$ cat config.mk
export PLATFORM = sky130hd
export DESIGN_NAME = e1_alarm_ctrl
export DESIGN_NICKNAME = d
export VERILOG_FILES = /design/src/rtl/e1_alarm_pkg.sv /design/src/rtl/e1_ebit_path.sv /design/src/rtl/e1_clk_select.sv /design/src/rtl/e1_sig_freeze.sv /design/src/rtl/e1_alarm_ctrl.sv
export SDC_FILE = /design/constraint.sdc
export NUM_CORES = 1
export LEC_CHECK = 0
export ABC_CLOCK_PERIOD_IN_PS = 2400
export BUFFER_PORTS_ARGS = -buffer_cell sky130_fd_sc_hd__buf_2
export CAP_MARGIN = 20
export CORE_MARGIN = 2
export CORE_UTILIZATION = 60
export CTS_CLUSTER_SIZE = 40
export DETAILED_ROUTE_END_ITERATION = 6
export GPL_ROUTABILITY_DRIVEN = 1
export PLACE_DENSITY = 0.87
export SLEW_MARGIN = 20
export SYNTH_ARGS = -nofsm -noshare
export SYNTH_HDL_FRONTEND = slang
export SYNTH_SLANG_ARGS = --single-unit
$ cat constraint.sdc
create_clock -name clk -period 2.4 [get_ports clk]
set_input_delay 0.24 -clock clk [delete_from_list [all_inputs] [get_ports clk]]
set_output_delay 0.24 -clock clk [all_outputs]
set_load 0.005 [all_outputs]
$ cat src/rtl/e1_alarm_pkg.sv
`timescale 1ns/1ps
// Shared types for the E1 alarm response controller.
package e1_alarm_pkg;
    // Clock source selection encoding driven to the clock generator.
    typedef enum logic {
        CLK_RECOVERED = 1'b0,
        CLK_MASTER    = 1'b1
    } clk_src_e;
endpackage

$ cat src/rtl/e1_ebit_path.sv
`timescale 1ns/1ps
// E-bit path: keeps the CRC outcomes of the latest EBIT_W submultiframes
// and loads them into the outgoing E-bits at each outgoing multiframe start.
// Assumes smf_done and tx_mf_start are single-cycle strobes.
module e1_ebit_path #(
    parameter int EBIT_W = 2
) (
    input  logic              clk,
    input  logic              rst_n,
    input  logic              en,
    input  logic              smf_done,
    input  logic              crc_ok,
    input  logic              tx_mf_start,
    output logic [EBIT_W-1:0] ebits
);
    logic [EBIT_W-1:0] hist_q;
    logic [EBIT_W-1:0] hist_next;

    // Next history: newest result enters at bit 0.
    generate
        if (EBIT_W == 1) begin : g_single
            assign hist_next = crc_ok;
        end else begin : g_shift
            assign hist_next = {hist_q[EBIT_W-2:0], crc_ok};
        end
    endgenerate

    // Record each completed submultiframe result.
    always_ff @(posedge clk) begin
        if (!rst_n)        hist_q <= '1;
        else if (smf_done) hist_q <= hist_next;
    end

    // Load outgoing E-bits at the multiframe boundary.
    always_ff @(posedge clk) begin
        if (!rst_n)           ebits <= '1;
        else if (tx_mf_start) ebits <= en ? hist_q : '1;
    end

    assert_ebits_hold_R4: assert property (@(posedge clk) disable iff (!rst_n)
        !tx_mf_start |=> $stable(ebits));
    assert_ebits_off_R5: assert property (@(posedge clk) disable iff (!rst_n)
        (tx_mf_start && !en) |=> (ebits == '1));
endmodule

$ cat src/rtl/e1_clk_select.sv
`timescale 1ns/1ps
// Clock source select: in slave mode follows the recovered clock and
// switches to the master clock during loss of signal unless disabled.
// Output is a register so the select never glitches.
module e1_clk_select
    import e1_alarm_pkg::*;
(
    input  logic clk,
    input  logic rst_n,
    input  logic slave_mode,
    input  logic auto_dis,
    input  logic los,
    output logic sel_master
);
    clk_src_e src_q;
    clk_src_e src_next;

    // Choose source for the next cycle.
    always_comb begin
        if (!slave_mode)          src_next = CLK_MASTER;
        else if (los && !auto_dis) src_next = CLK_MASTER;
        else                       src_next = CLK_RECOVERED;
    end

    // Register the selection.
    always_ff @(posedge clk) begin
        if (!rst_n) src_q <= CLK_RECOVERED;
        else        src_q <= src_next;
    end

    assign sel_master = (src_q == CLK_MASTER);

    assert_los_master_R6: assert property (@(posedge clk) disable iff (!rst_n)
        (slave_mode && !auto_dis && los) |=> sel_master);
    assert_master_mode_R7: assert property (@(posedge clk) disable iff (!rst_n)
        !slave_mode |=> sel_master);
endmodule

$ cat src/rtl/e1_sig_freeze.sv
`timescale 1ns/1ps
// Signaling freeze and received signaling store. Freeze is set by any
// trigger and released at the second CAS multiframe boundary after the
// last trigger, so a full trigger-free multiframe has passed.
// Assumes cas_mf_start is a single-cycle strobe.
module e1_sig_freeze #(
    parameter int SIG_DEPTH = 16,
    parameter int SIG_W     = 4,
    localparam int ADDR_W   = $clog2(SIG_DEPTH)
) (
    input  logic              clk,
    input  logic              rst_n,
    input  logic              dis,
    input  logic              los,
    input  logic              cas_lma,
    input  logic              slip,
    input  logic              cas_mf_start,
    input  logic              wr,
    input  logic [ADDR_W-1:0] waddr,
    input  logic [SIG_W-1:0]  wdata,
    input  logic [ADDR_W-1:0] raddr,
    output logic [SIG_W-1:0]  rdata,
    output logic              freeze
);
    logic trig;
    logic armed_q;
    logic wr_en;
    logic [SIG_W-1:0] store_q [SIG_DEPTH];

    assign trig  = (los || cas_lma || slip) && !dis;
    assign wr_en = wr && !freeze && !trig;

    // Freeze state: set on trigger, arm at first clean boundary, release at next.
    always_ff @(posedge clk) begin
        if (!rst_n || dis) begin
            freeze  <= 1'b0;
            armed_q <= 1'b0;
        end else if (trig) begin
            freeze  <= 1'b1;
            armed_q <= 1'b0;
        end else if (freeze && cas_mf_start) begin
            if (armed_q) begin
                freeze  <= 1'b0;
                armed_q <= 1'b0;
            end else begin
                armed_q <= 1'b1;
            end
        end
    end

    // One register per signaling entry, written when not frozen.
    generate
        for (genvar i = 0; i < SIG_DEPTH; i++) begin : g_entry
            always_ff @(posedge clk) begin
                if (!rst_n)                               store_q[i] <= '0;
                else if (wr_en && (waddr == ADDR_W'(i)))  store_q[i] <= wdata;
            end
        end
    endgenerate

    assign rdata = store_q[raddr];

    assert_freeze_set_R8: assert property (@(posedge clk) disable iff (!rst_n)
        (!dis && (los || cas_lma || slip)) |=> freeze);
    assert_release_boundary_R9: assert property (@(posedge clk) disable iff (!rst_n)
        ($fell(freeze) && !$past(dis)) |-> $past(cas_mf_start));
    assert_freeze_off_R10: assert property (@(posedge clk) disable iff (!rst_n)
        dis |=> !freeze);
endmodule

$ cat src/rtl/e1_alarm_ctrl.sv
`timescale 1ns/1ps
// E1 automatic alarm response controller (top). Registers remote alarm and
// AIS substitution locally and instantiates the E-bit, clock select and
// signaling freeze paths. All outputs change one edge after their cause.
module e1_alarm_ctrl #(
    parameter int DATA_W    = 8,
    parameter int EBIT_W    = 2,
    parameter int SIG_DEPTH = 16,
    parameter int SIG_W     = 4,
    localparam int ADDR_W   = $clog2(SIG_DEPTH)
) (
    input  logic              clk,
    input  logic              rst_n,
    input  logic              cfg_auto_ra_en,
    input  logic              cfg_auto_ebit_en,
    input  logic              cfg_ais_dis,
    input  logic              cfg_slave_mode,
    input  logic              cfg_auto_clk_dis,
    input  logic              cfg_freeze_dis,
    input  logic              rx_lfa,
    input  logic              rx_los,
    input  logic              rx_cas_lma,
    input  logic              rx_slip,
    input  logic              smf_done,
    input  logic              smf_crc_ok,
    input  logic              tx_mf_start,
    input  logic              cas_mf_start,
    input  logic [DATA_W-1:0] rx_data,
    input  logic              sig_wr,
    input  logic [ADDR_W-1:0] sig_waddr,
    input  logic [SIG_W-1:0]  sig_wdata,
    input  logic [ADDR_W-1:0] sig_raddr,
    output logic              tx_remote_alarm,
    output logic [EBIT_W-1:0] tx_ebits,
    output logic [DATA_W-1:0] rx_sys_data,
    output logic              rx_ais_force,
    output logic              sig_freeze,
    output logic [SIG_W-1:0]  sig_rdata,
    output logic              clk_sel_master
);
    logic ais_now;
    assign ais_now = rx_lfa && !cfg_ais_dis;

    // Remote alarm and AIS substitution registers.
    always_ff @(posedge clk) begin
        if (!rst_n) begin
            tx_remote_alarm <= 1'b0;
            rx_ais_force    <= 1'b0;
            rx_sys_data     <= '0;
        end else begin
            tx_remote_alarm <= cfg_auto_ra_en && rx_lfa;
            rx_ais_force    <= ais_now;
            rx_sys_data     <= ais_now ? '1 : rx_data;
        end
    end

    e1_ebit_path #(.EBIT_W(EBIT_W)) u_ebit (
        .clk         (clk),
        .rst_n       (rst_n),
        .en          (cfg_auto_ebit_en),
        .smf_done    (smf_done),
        .crc_ok      (smf_crc_ok),
        .tx_mf_start (tx_mf_start),
        .ebits       (tx_ebits)
    );

    e1_clk_select u_clk (
        .clk        (clk),
        .rst_n      (rst_n),
        .slave_mode (cfg_slave_mode),
        .auto_dis   (cfg_auto_clk_dis),
        .los        (rx_los),
        .sel_master (clk_sel_master)
    );

    e1_sig_freeze #(.SIG_DEPTH(SIG_DEPTH), .SIG_W(SIG_W)) u_frz (
        .clk          (clk),
        .rst_n        (rst_n),
        .dis          (cfg_freeze_dis),
        .los          (rx_los),
        .cas_lma      (rx_cas_lma),
        .slip         (rx_slip),
        .cas_mf_start (cas_mf_start),
        .wr           (sig_wr),
        .waddr        (sig_waddr),
        .wdata        (sig_wdata),
        .raddr        (sig_raddr),
        .rdata        (sig_rdata),
        .freeze       (sig_freeze)
    );

    assert_ra_cause_R2: assert property (@(posedge clk) disable iff (!rst_n)
        $rose(tx_remote_alarm) |-> $past(rx_lfa));
    assert_ais_ones_R3: assert property (@(posedge clk) disable iff (!rst_n)
        rx_ais_force |-> (rx_sys_data == '1));
endmodule

# == Word-level counts from Yosys, hierarchy flattened ==
# Memories as Yosys holds them, arrays and structs flattened.
# Cells that the tools add are included.
# word_totals
register_bits,17
mem_bits_rw,64
input_bits,37
output_inout_bits,18
n_memories,1
# memory_table
name,depth,width,read_ports,rd_ports_with_merged_regs,write_ports,line_no,source
u_frz.store_q,16,4,1,0,16,e1_sig_freeze.sv:28,logic [SIG_W-1:0] store_q [SIG_DEPTH];
# op_classes
eq_ne,15
n_mux,73
bitwise_logic,16
n_reduce_logical,37
# op_table
cell,count
$mux W4,16
$mux W1,55
$eq A4 B4 Y1 const B,8
$logic_and A1 B1 Y1,23
$eq A4 B3 Y1 const B,4
$or A1 B1 Y1,16
$eq A4 B2 Y1 const B,2
$mux W8,1
$logic_not A1 Y1,6
$eq A4 B1 Y1 const B,1
$logic_not A4 Y1,1
$reduce_bool A2 Y1,2
$logic_or A1 B1 Y1,3
$mux W2,1
$reduce_and A2 Y1,1
$reduce_or A2 Y1,1

# == Depth between registers and ports, before layout ==
# Gate-level depths: netlist of run 1.
# depth
depth_word,10
ltp_mapped,5
mapped_depth_nobuf,3

# == Modules after synthesis ==
# A second synthesis of run 1 with hierarchy kept.
# unflattened
hier_cells,278
hier_area_um2,3654.8
# modules_own_cells
mod,n_inst,cells_per_inst,area_per_inst_um2
e1_sig_freeze,1,238,3168.0
e1_alarm_ctrl,1,23,302.8
e1_ebit_path,1,14,150.1
e1_clk_select,1,3,33.8

# == Worst setup path before layout of run 1 ==
# No wires, ideal clock.
# synth_timing
kind,input -> register
from,in rx_cas_lma
to,mem u_frz.store_q[15][0] (enable)
setup_time_ns,0.361
t_arrival_ns,1.315
t_required_ns,2.039
setup_slack_ns,0.723
stages,3
n_path_buf,0
cell_sequence,nor3_4 > o2111ai_1 > o21ai_0
# synth_rtl
element,line_no,source
"start, declared",e1_alarm_ctrl.sv:22,"input logic rx_cas_lma,"
"end, declared",e1_sig_freeze.sv:28,

==> run_results.csv, run 1 <==
group,metric,value,unit
worst_setup_path,rr_worst_depth,3,
pwr,seqPwrFrac,58.2,%
worst_setup_path,slowest_stage,"o21ai_0",
min_path,hold_class,"in -> reg",
floorplanning,dieHeight,81.69,µm
logic_synthesis,ys_ff_latch,81,
layout,drive_above_1_share,26.53,%
route,drtIter0Drc,290,
worst_setup_path,path_buf_inv,0,
clock_network,post_cts_buffers,0,
pwr,internal_power,2089,µW
logic_synthesis,ys_seq_area_share,62.47,%
sta,finalCritPeriodShare,82.98,%
place,gp_congestion,0.8807,
layout,antennaDiodeCount,0,
logic_synthesis,yosysWarnings,0,
clock_network,cts_resized,0,
route,vias,2500,
clock_network,clk_latency,0.35,ns
logic_synthesis,syn_inst,286,
route,first_pass_iters,5,
worst_setup_path,rr_endpoint,"u_frz.store_q[8][3]",
global_route,antenna_found_initial,0,
sta,skew,0.008976,ns
logic_synthesis,yosysTopAreaCell,"edfxtp_1",
logic_synthesis,syn_nets,323,
floorplanning,dieArea,6672,µm²
place,dpl-instance-area,3894,µm²
pwr,switching_share,23.01,%
global_route,gr-total-overflow,0,
worst_setup_path,path_max_fanout,5,
layout,fin_nets,375,
worst_setup_path,max_stage_delay,0.63,ns
route,viasPerCell,5.981,
route,post_drt_wl_per_cell,19.06,µm
route,antenna_left,0,
min_path,hold_path_end,"u_clk.sel_master",
clock_network,cts_root_buffer,"clkbuf_8",
floorplanning,core_area,5886,µm²
global_route,grt_max_degree,37,
sta,setup_tns,0,ns
route,drc,0,
worst_setup_path,endpoint_kind,"flop",
place,io_buffer_count,54,
worst_setup_path,cp-start-kind,"flop",
pwr,ir_drop,0.4716,mV
floorplanning,die_width,81.69,µm
pwr,p_leak,0.001531,µW
layout,syn2layout_area_growth,12.40,%
global_route,grt_util_all_layers,26.60,%
worst_setup_path,arrival,1.98,ns
worst_setup_path,worstPathCellList,"nor2b_1 > o211ai_1 > o21ai_0",
layout,final_cell_area,4070,µm²
logic_synthesis,synth_top_area_share,53.08,%
worst_setup_path,reg2reg_slack,0.41,ns
worst_setup_path,critPathRequiredTime,2.39,ns
layout,multi_input_area,1249,µm²
worst_setup_path,crit_cells,3,
logic_synthesis,syn_area,3621,µm²
pwr,clkPwrFrac,32.9,%
sta,rsz0062_at_grt,"false",
run_status,status,"completed",
worst_setup_path,cpLargestDelayFamily,"compound AO/OA/AOI/OAI gates",
worst_setup_path,rr_startpoint,"u_frz.freeze",
global_route,grt_pass1_wl,12540,µm
logic_synthesis,yosys-top-cells-area,"edfxtp_1 (53%), mux4_2 (10%), dfxtp_1 (9.4%)",
pwr,share_comb_of_total_power,8.9,%
sta,hold_ws,0.07816,ns
pwr,p_per_area,666.6,nW/µm²
clock_network,clockBufferDepth,2,
layout,seq_area,2262,µm²
place,post-dp-hpwl,6051,µm
logic_synthesis,syn_area_per_cell,12.66,µm²
min_path,hold_path.startpoint,"cfg_slave_mode",
sta,drv_slew,0,
sta,setup_viol,0,
floorplanning,io_pins,55,
flow_run,cap_violations,0,
clock_network,cts_buffers,9,
sta,worst_slew_pin_slew,0.6948,ns
sta,fmax,502.1,MHz
logic_synthesis,yosysUniqueCellTypes,30,
clock_network,h-tree-depth,3,
clock_network,tritoncts,"yes",
clock_network,clkTransAtPathRegs,0.08,ns
sta,period_needed,1.992,ns
floorplanning,initial_core_util,61.52,%
route,drt_wl_total,7969,µm
global_route,grt_pass1_vias,2459,
clock_network,clock_sinks,81,
sta,slew-limit-headroom,53.19,%
floorplanning,rows,28,
layout,n_fill_cell,429,
clock_network,cts-hold-fix-buffers,0,
pwr,p_switching,624.2,µW
worst_setup_path,path_class,"reg -> reg",
min_path,worstHoldPathCells,2,
sta,hold_viol_final,0,
how the worst max path moves through the flow:
stage,from,to,slack (ns)
final,u_frz.freeze,u_frz.store_q[8][3],0.41
after global routing,sig_raddr[0],sig_rdata[2],0.29
after CTS,u_frz.freeze,u_frz.store_q[8][3],0.43
after detailed placement,sig_raddr[0],sig_rdata[2],0.44
after global placement,sig_raddr[0],sig_rdata[2],0.50
after floorplan,rx_cas_lma,u_frz.store_q[15][0],0.72
power by group through the flow:
| stage | Clock [µW] | Combinational (µW) | Sequential [µW] |
|---|---|---|---|
| 6_report | 892 | 243 | 1580 |
| 5_1_grt | 962 | 265 | 1580 |
| 4_1_cts | 904 | 242 | 1580 |
| 3_5_place_dp | 0 | 241 | 1610 |
| 3_3_place_gp | 0 | 229 | 1610 |
| 2_1_floorplan | 0 | 152 | 1600 |
metal layers:
metal | up-vias | part of all wire (%) | global-route usage, %
met3 | 17 | 11 | 8.242
met5 | - | 0 | 0
met1 | 1186 | 39 | 34.32
met4 | 0 | 1.9 | 8.833
li1 | 1139 | - | -
met2 | 158 | 49 | 43.36
flip-flops by register name (all words and copies together) (netlist names):
name / count
u_frz.armed_q: 1
rx_ais_force: 1
u_frz.freeze: 1
u_frz.store_q: 64
u_clk.sel_master: 1
u_ebit.ebits: 2
tx_remote_alarm: 1
rx_sys_data: 8
u_ebit.hist_q: 2
synthesized netlist by cell type:
library cell and n:
a21boi_0 1, a21oi_1 1, a22oi_1 4, and3_1 2, buf_2 3, buf_4 3
buf_6 3, buf_8 1, clkbuf_1 4, clkbuf_2 1, dfxtp_1 17, edfxtp_1 64
inv_1 1, mux2i_1 2, mux4_2 16, nand2_1 40, nand2b_1 4, nand3_1 12
nand3b_1 3, nor2_1 67, nor2b_1 7, nor3_4 1, nor3b_1 1, o2111ai_1 1
o2111ai_4 3, o211ai_1 3, o211ai_4 1, o21ai_0 18, or2_2 1, xor2_1 1
per-stage QoR:
stage / util [%] / std cells / worst slack, ns / total power (µW)
floorplan: - / 286 / 0.7233 / 1752
global placement: 66.16 / 402 / 0.4990 / 1835
detailed placement: 66.16 / 402 / 0.4358 / 1851
CTS: 69.15 / 418 / 0.4258 / 2724
global route: 69.15 / 418 / 0.2909 / 2808
finish: 69.15 / 418 / 0.4085 / 2713
worst register-to-register path, delay by kind of cell (launching register included):
family / cells / cell delay, ns
DFF: 1 / 0.34
AOI/OAI and AO/OA: 2 / 0.92
and+or+nand+nor: 1 / 0.38
cell type report:
| cell class | count | share of cell area [%] |
|---|---|---|
| timing repair buffer | 56 | 7.009 |
| clock buffer | 14 | 3.996 |
| inverter | 1 | 0.09222 |
| tap | 75 | 2.306 |
| sequential | 81 | 55.58 |
| clock inverter | 2 | 0.3381 |
| multi-input combinational | 189 | 30.68 |
kinds of logic after synthesis:
group                     count (synthesis)  synth area share [%]
AOI/OAI and AO/OA                        32                 7.291
xor gates and xnor gates                  1                0.2419
buffers and inverters                    16                 3.040
DFF                                      81                 62.47
muxes                                    18                 10.50
and+or+nand+nor                         138                 16.45
layout by cell type, fill, tap and decap left out, types with 2 or more instances in the layout:
master | netlist | routed
nor2_1 | 67 | 67
edfxtp_1 | 64 | 64
buf_2 | 3 | 54
nand2_1 | 40 | 40
o21ai_0 | 18 | 18
dfxtp_1 | 17 | 17
mux4_2 | 16 | 16
nand3_1 | 12 | 12
clkbuf_8 | 0 | 11
nor2b_1 | 7 | 7
a22oi_1 | 4 | 4
nand2b_1 | 4 | 4
o211ai_1 | 3 | 3
o2111ai_4 | 3 | 3
nand3b_1 | 3 | 3
clkbuf_1 | 4 | 3
and3_1 | 2 | 2
mux2i_1 | 2 | 2
buf_4 | 3 | 2
Note: power is estimated with default switching activity, not from simulation.
==> run 2, diff against run 1 <==
--- a/config.mk
+++ b/config.mk
@@ -5,15 +5,15 @@
 export SDC_FILE = /design/constraint.sdc
 export NUM_CORES = 1
 export LEC_CHECK = 0
-export ABC_CLOCK_PERIOD_IN_PS = 2400
+export ABC_CLOCK_PERIOD_IN_PS = 1900
 export BUFFER_PORTS_ARGS = -buffer_cell sky130_fd_sc_hd__buf_2
 export CAP_MARGIN = 20
 export CORE_MARGIN = 2
-export CORE_UTILIZATION = 60
+export CORE_UTILIZATION = 56
 export CTS_CLUSTER_SIZE = 40
 export DETAILED_ROUTE_END_ITERATION = 6
 export GPL_ROUTABILITY_DRIVEN = 1
-export PLACE_DENSITY = 0.87
+export PLACE_DENSITY = 0.82
 export SLEW_MARGIN = 20
 export SYNTH_ARGS = -nofsm -noshare
 export SYNTH_HDL_FRONTEND = slang
==> constraint.sdc (replaced) <==
create_clock -name clk -period 1.9 [get_ports clk]
set_input_delay 0.19 -clock clk [delete_from_list [all_inputs] [get_ports clk]]
set_output_delay 0.19 -clock clk [all_outputs]
set_load 0.005 [all_outputs]
==> run_results.csv, run 2 (synthesized netlist as in run 1, its figures left out) <==
group,metric,value,unit
pwr,seqPwrFrac,53.7,%
sta,slew-limit-headroom,66.49,%
worst_setup_path,slowest_stage,"mux4_2",
layout,antennaDiodeCount,0,
worst_setup_path,endpoint_kind,"primary output",
route,post_drt_wl_per_cell,18.73,µm
sta,setup_tns,0,ns
pwr,p_per_area,864.1,nW/µm²
clock_network,tritoncts,"yes",
layout,final_cell_area,4289,µm²
pwr,p_switching,837.9,µW
place,dpl-instance-area,4039,µm²
sta,setup_viol,0,
place,gp_congestion,0.8882,
clock_network,cts_root_buffer,"clkbuf_8",
place,post-dp-hpwl,6343,µm
floorplanning,die_width,84.41,µm
clock_network,cts_buffers,9,
min_path,worstHoldPathCells,3,
clock_network,clockBufferDepth,2,
clock_network,clk_latency,0.36,ns
route,viasPerCell,5.768,
global_route,antenna_found_initial,0,
sta,period_needed,1.861,ns
layout,seq_area,2262,µm²
sta,rsz0062_at_grt,"false",
route,drtIter0Drc,292,
worst_setup_path,reg2reg_slack,0.25,ns
sta,drv_slew,0,
layout,largest-register,"u_frz.store_q",
run_status,status,"completed",
layout,multi_input_area,1269,µm²
min_path,hold_path_end,"rx_sys_data[1]",
worst_setup_path,rr_worst_depth,4,
layout,final_cell_mix,"nor2_1 (67), edfxtp_1 (64), buf_2 (54), nand2_1 (40), buf_4 (21)",
pwr,p_leak,0.001651,µW
layout,n_fill_cell,467,
floorplanning,core_area,6314,µm²
pwr,ir_drop,0.6172,mV
global_route,grt_pass1_vias,2564,
min_path,hold_path.startpoint,"rx_data[1]",
pwr,internal_power,2868,µW
layout,final_common_cell,"nor2_1",
min_path,hold_class,"in -> reg",
global_route,grt_max_degree,22,
sta,hold_viol_final,0,
clock_network,h-tree-depth,3,
sta,fmax,537.4,MHz
global_route,gr-total-overflow,0,
floorplanning,initial_core_util,57.35,%
floorplanning,io_pins,55,
floorplanning,dieArea,7125,µm²
pwr,switching_share,22.61,%
worst_setup_path,cp-start-kind,"flop",
flow_run,cap_violations,0,
worst_setup_path,rr_startpoint,"u_frz.freeze",
layout,fin_nets,394,
layout,fin_cells,439,
layout,utilization,67.94,%
worst_setup_path,worstPathCellList,"mux4_2 > a22oi_2 > nand3_1 > buf_2",
place,io_buffer_count,54,
worst_setup_path,rr_endpoint,"u_frz.store_q[0][2]",
worst_setup_path,critPathRequiredTime,1.71,ns
route,drc,0,
route,antenna_left,0,
pwr,clkPwrFrac,36.9,%
layout,drive_above_1_share,32.04,%
clock_network,clkTransAtPathRegs,0.08,ns
sta,worst_slew_pin_slew,0.5024,ns
floorplanning,rows,29,
worst_setup_path,path_max_fanout,1,
place,dpl.cell_count,423,
route,vias,2532,
floorplanning,dieHeight,84.41,µm
sta,skew,0.01122,ns
global_route,grt_util_all_layers,24.92,%
sta,finalCritPeriodShare,97.93,%
worst_setup_path,max_stage_delay,0.49,ns
clock_network,cts-hold-fix-buffers,0,
route,drt_wl_total,8224,µm
worst_setup_path,arrival,1.67,ns
layout,largest_register_ffs,64,
pwr,share_comb_of_total_power,9.3,%
route,first_pass_iters,5,
layout,syn2layout_area_growth,18.45,%
global_route,grt_pass1_wl,13210,µm
layout,reg_top3,"u_frz.store_q x64, rx_sys_data x8",
clock_network,clock_sinks,81,
worst_setup_path,path_class,"reg -> out",
-- run 2: cell types whose count changed in the layout (fill, tap and decap cells not counted), sizes merged --
cell / delta
buf: +19
-- run 2: worst max-delay path by stage --
stage	depth (start not counted)	slack (ns)	end	from
after floorplan	3	0.27	u_frz.store_q[15][0]	rx_cas_lma
after global placement	6	0.22	sig_rdata[3]	sig_raddr[0]
after detailed placement	6	0.16	sig_rdata[1]	sig_raddr[0]
after CTS	4	0.006	sig_rdata[1]	u_frz.store_q[2][1]
after global routing	4	0.002	sig_rdata[2]	u_frz.store_q[2][2]
final	4	0.04	sig_rdata[1]	u_frz.store_q[2][1]
-- run 2: repair_timing --
item	in CTS	in global routing
endpoints found under the setup margin	2	3
setup buffers	0	0
gates cloned	0	0
pin swaps	0	4
resized for setup	2	2
-- run 2: cell type report --
class,count,share of cell area [%]
sequential,81,52.74
multi-input combinational,189,29.58
timing repair buffer,75,9.977
clock buffer,14,5.047
tap,77,2.246
clock inverter,2,0.3209
inverter,1,0.08751
-- run 2: worst max-delay path, delay by kind of cell, from the launching register on --
family | cells | cell delay [ns]
buffers and inverters | 1 | 0.13
DFF | 1 | 0.43
AOI/OAI and AO/OA | 1 | 0.19
muxes | 1 | 0.49
and+or+nand+nor | 1 | 0.08
-- run 2: metal layers --
layer | track usage (%) | up-vias | part of all wire (%)
li1 | - | 1181 | -
met1 | 33.76 | 1205 | 40
met2 | 40.12 | 133 | 49
met3 | 6.490 | 13 | 9.4
met4 | 7.792 | 0 | 1.5
met5 | 0 | - | 0
-- run 2: power groups by stage --
stage | logic (µW) | clock network, µW | registers (µW)
after floorplan | 192 | 0 | 2020
after global placement | 323 | 0 | 2030
after detailed placement | 340 | 0 | 2030
after CTS | 344 | 1380 | 1990
after global routing | 375 | 1440 | 2000
final | 346 | 1370 | 1990
-- run 2: metrics by stage --
step / hold slack, ns / setup slack (ns) / total power (µW)
floorplan: 0.2963 / 0.2733 / 2213
global placement: 0.3798 / 0.2212 / 2351
detailed placement: 0.3846 / 0.1588 / 2372
CTS: 0.01573 / 0.005824 / 3713
global route: 0.01973 / 0.001601 / 3816
finish: 0.02338 / 0.03926 / 3706
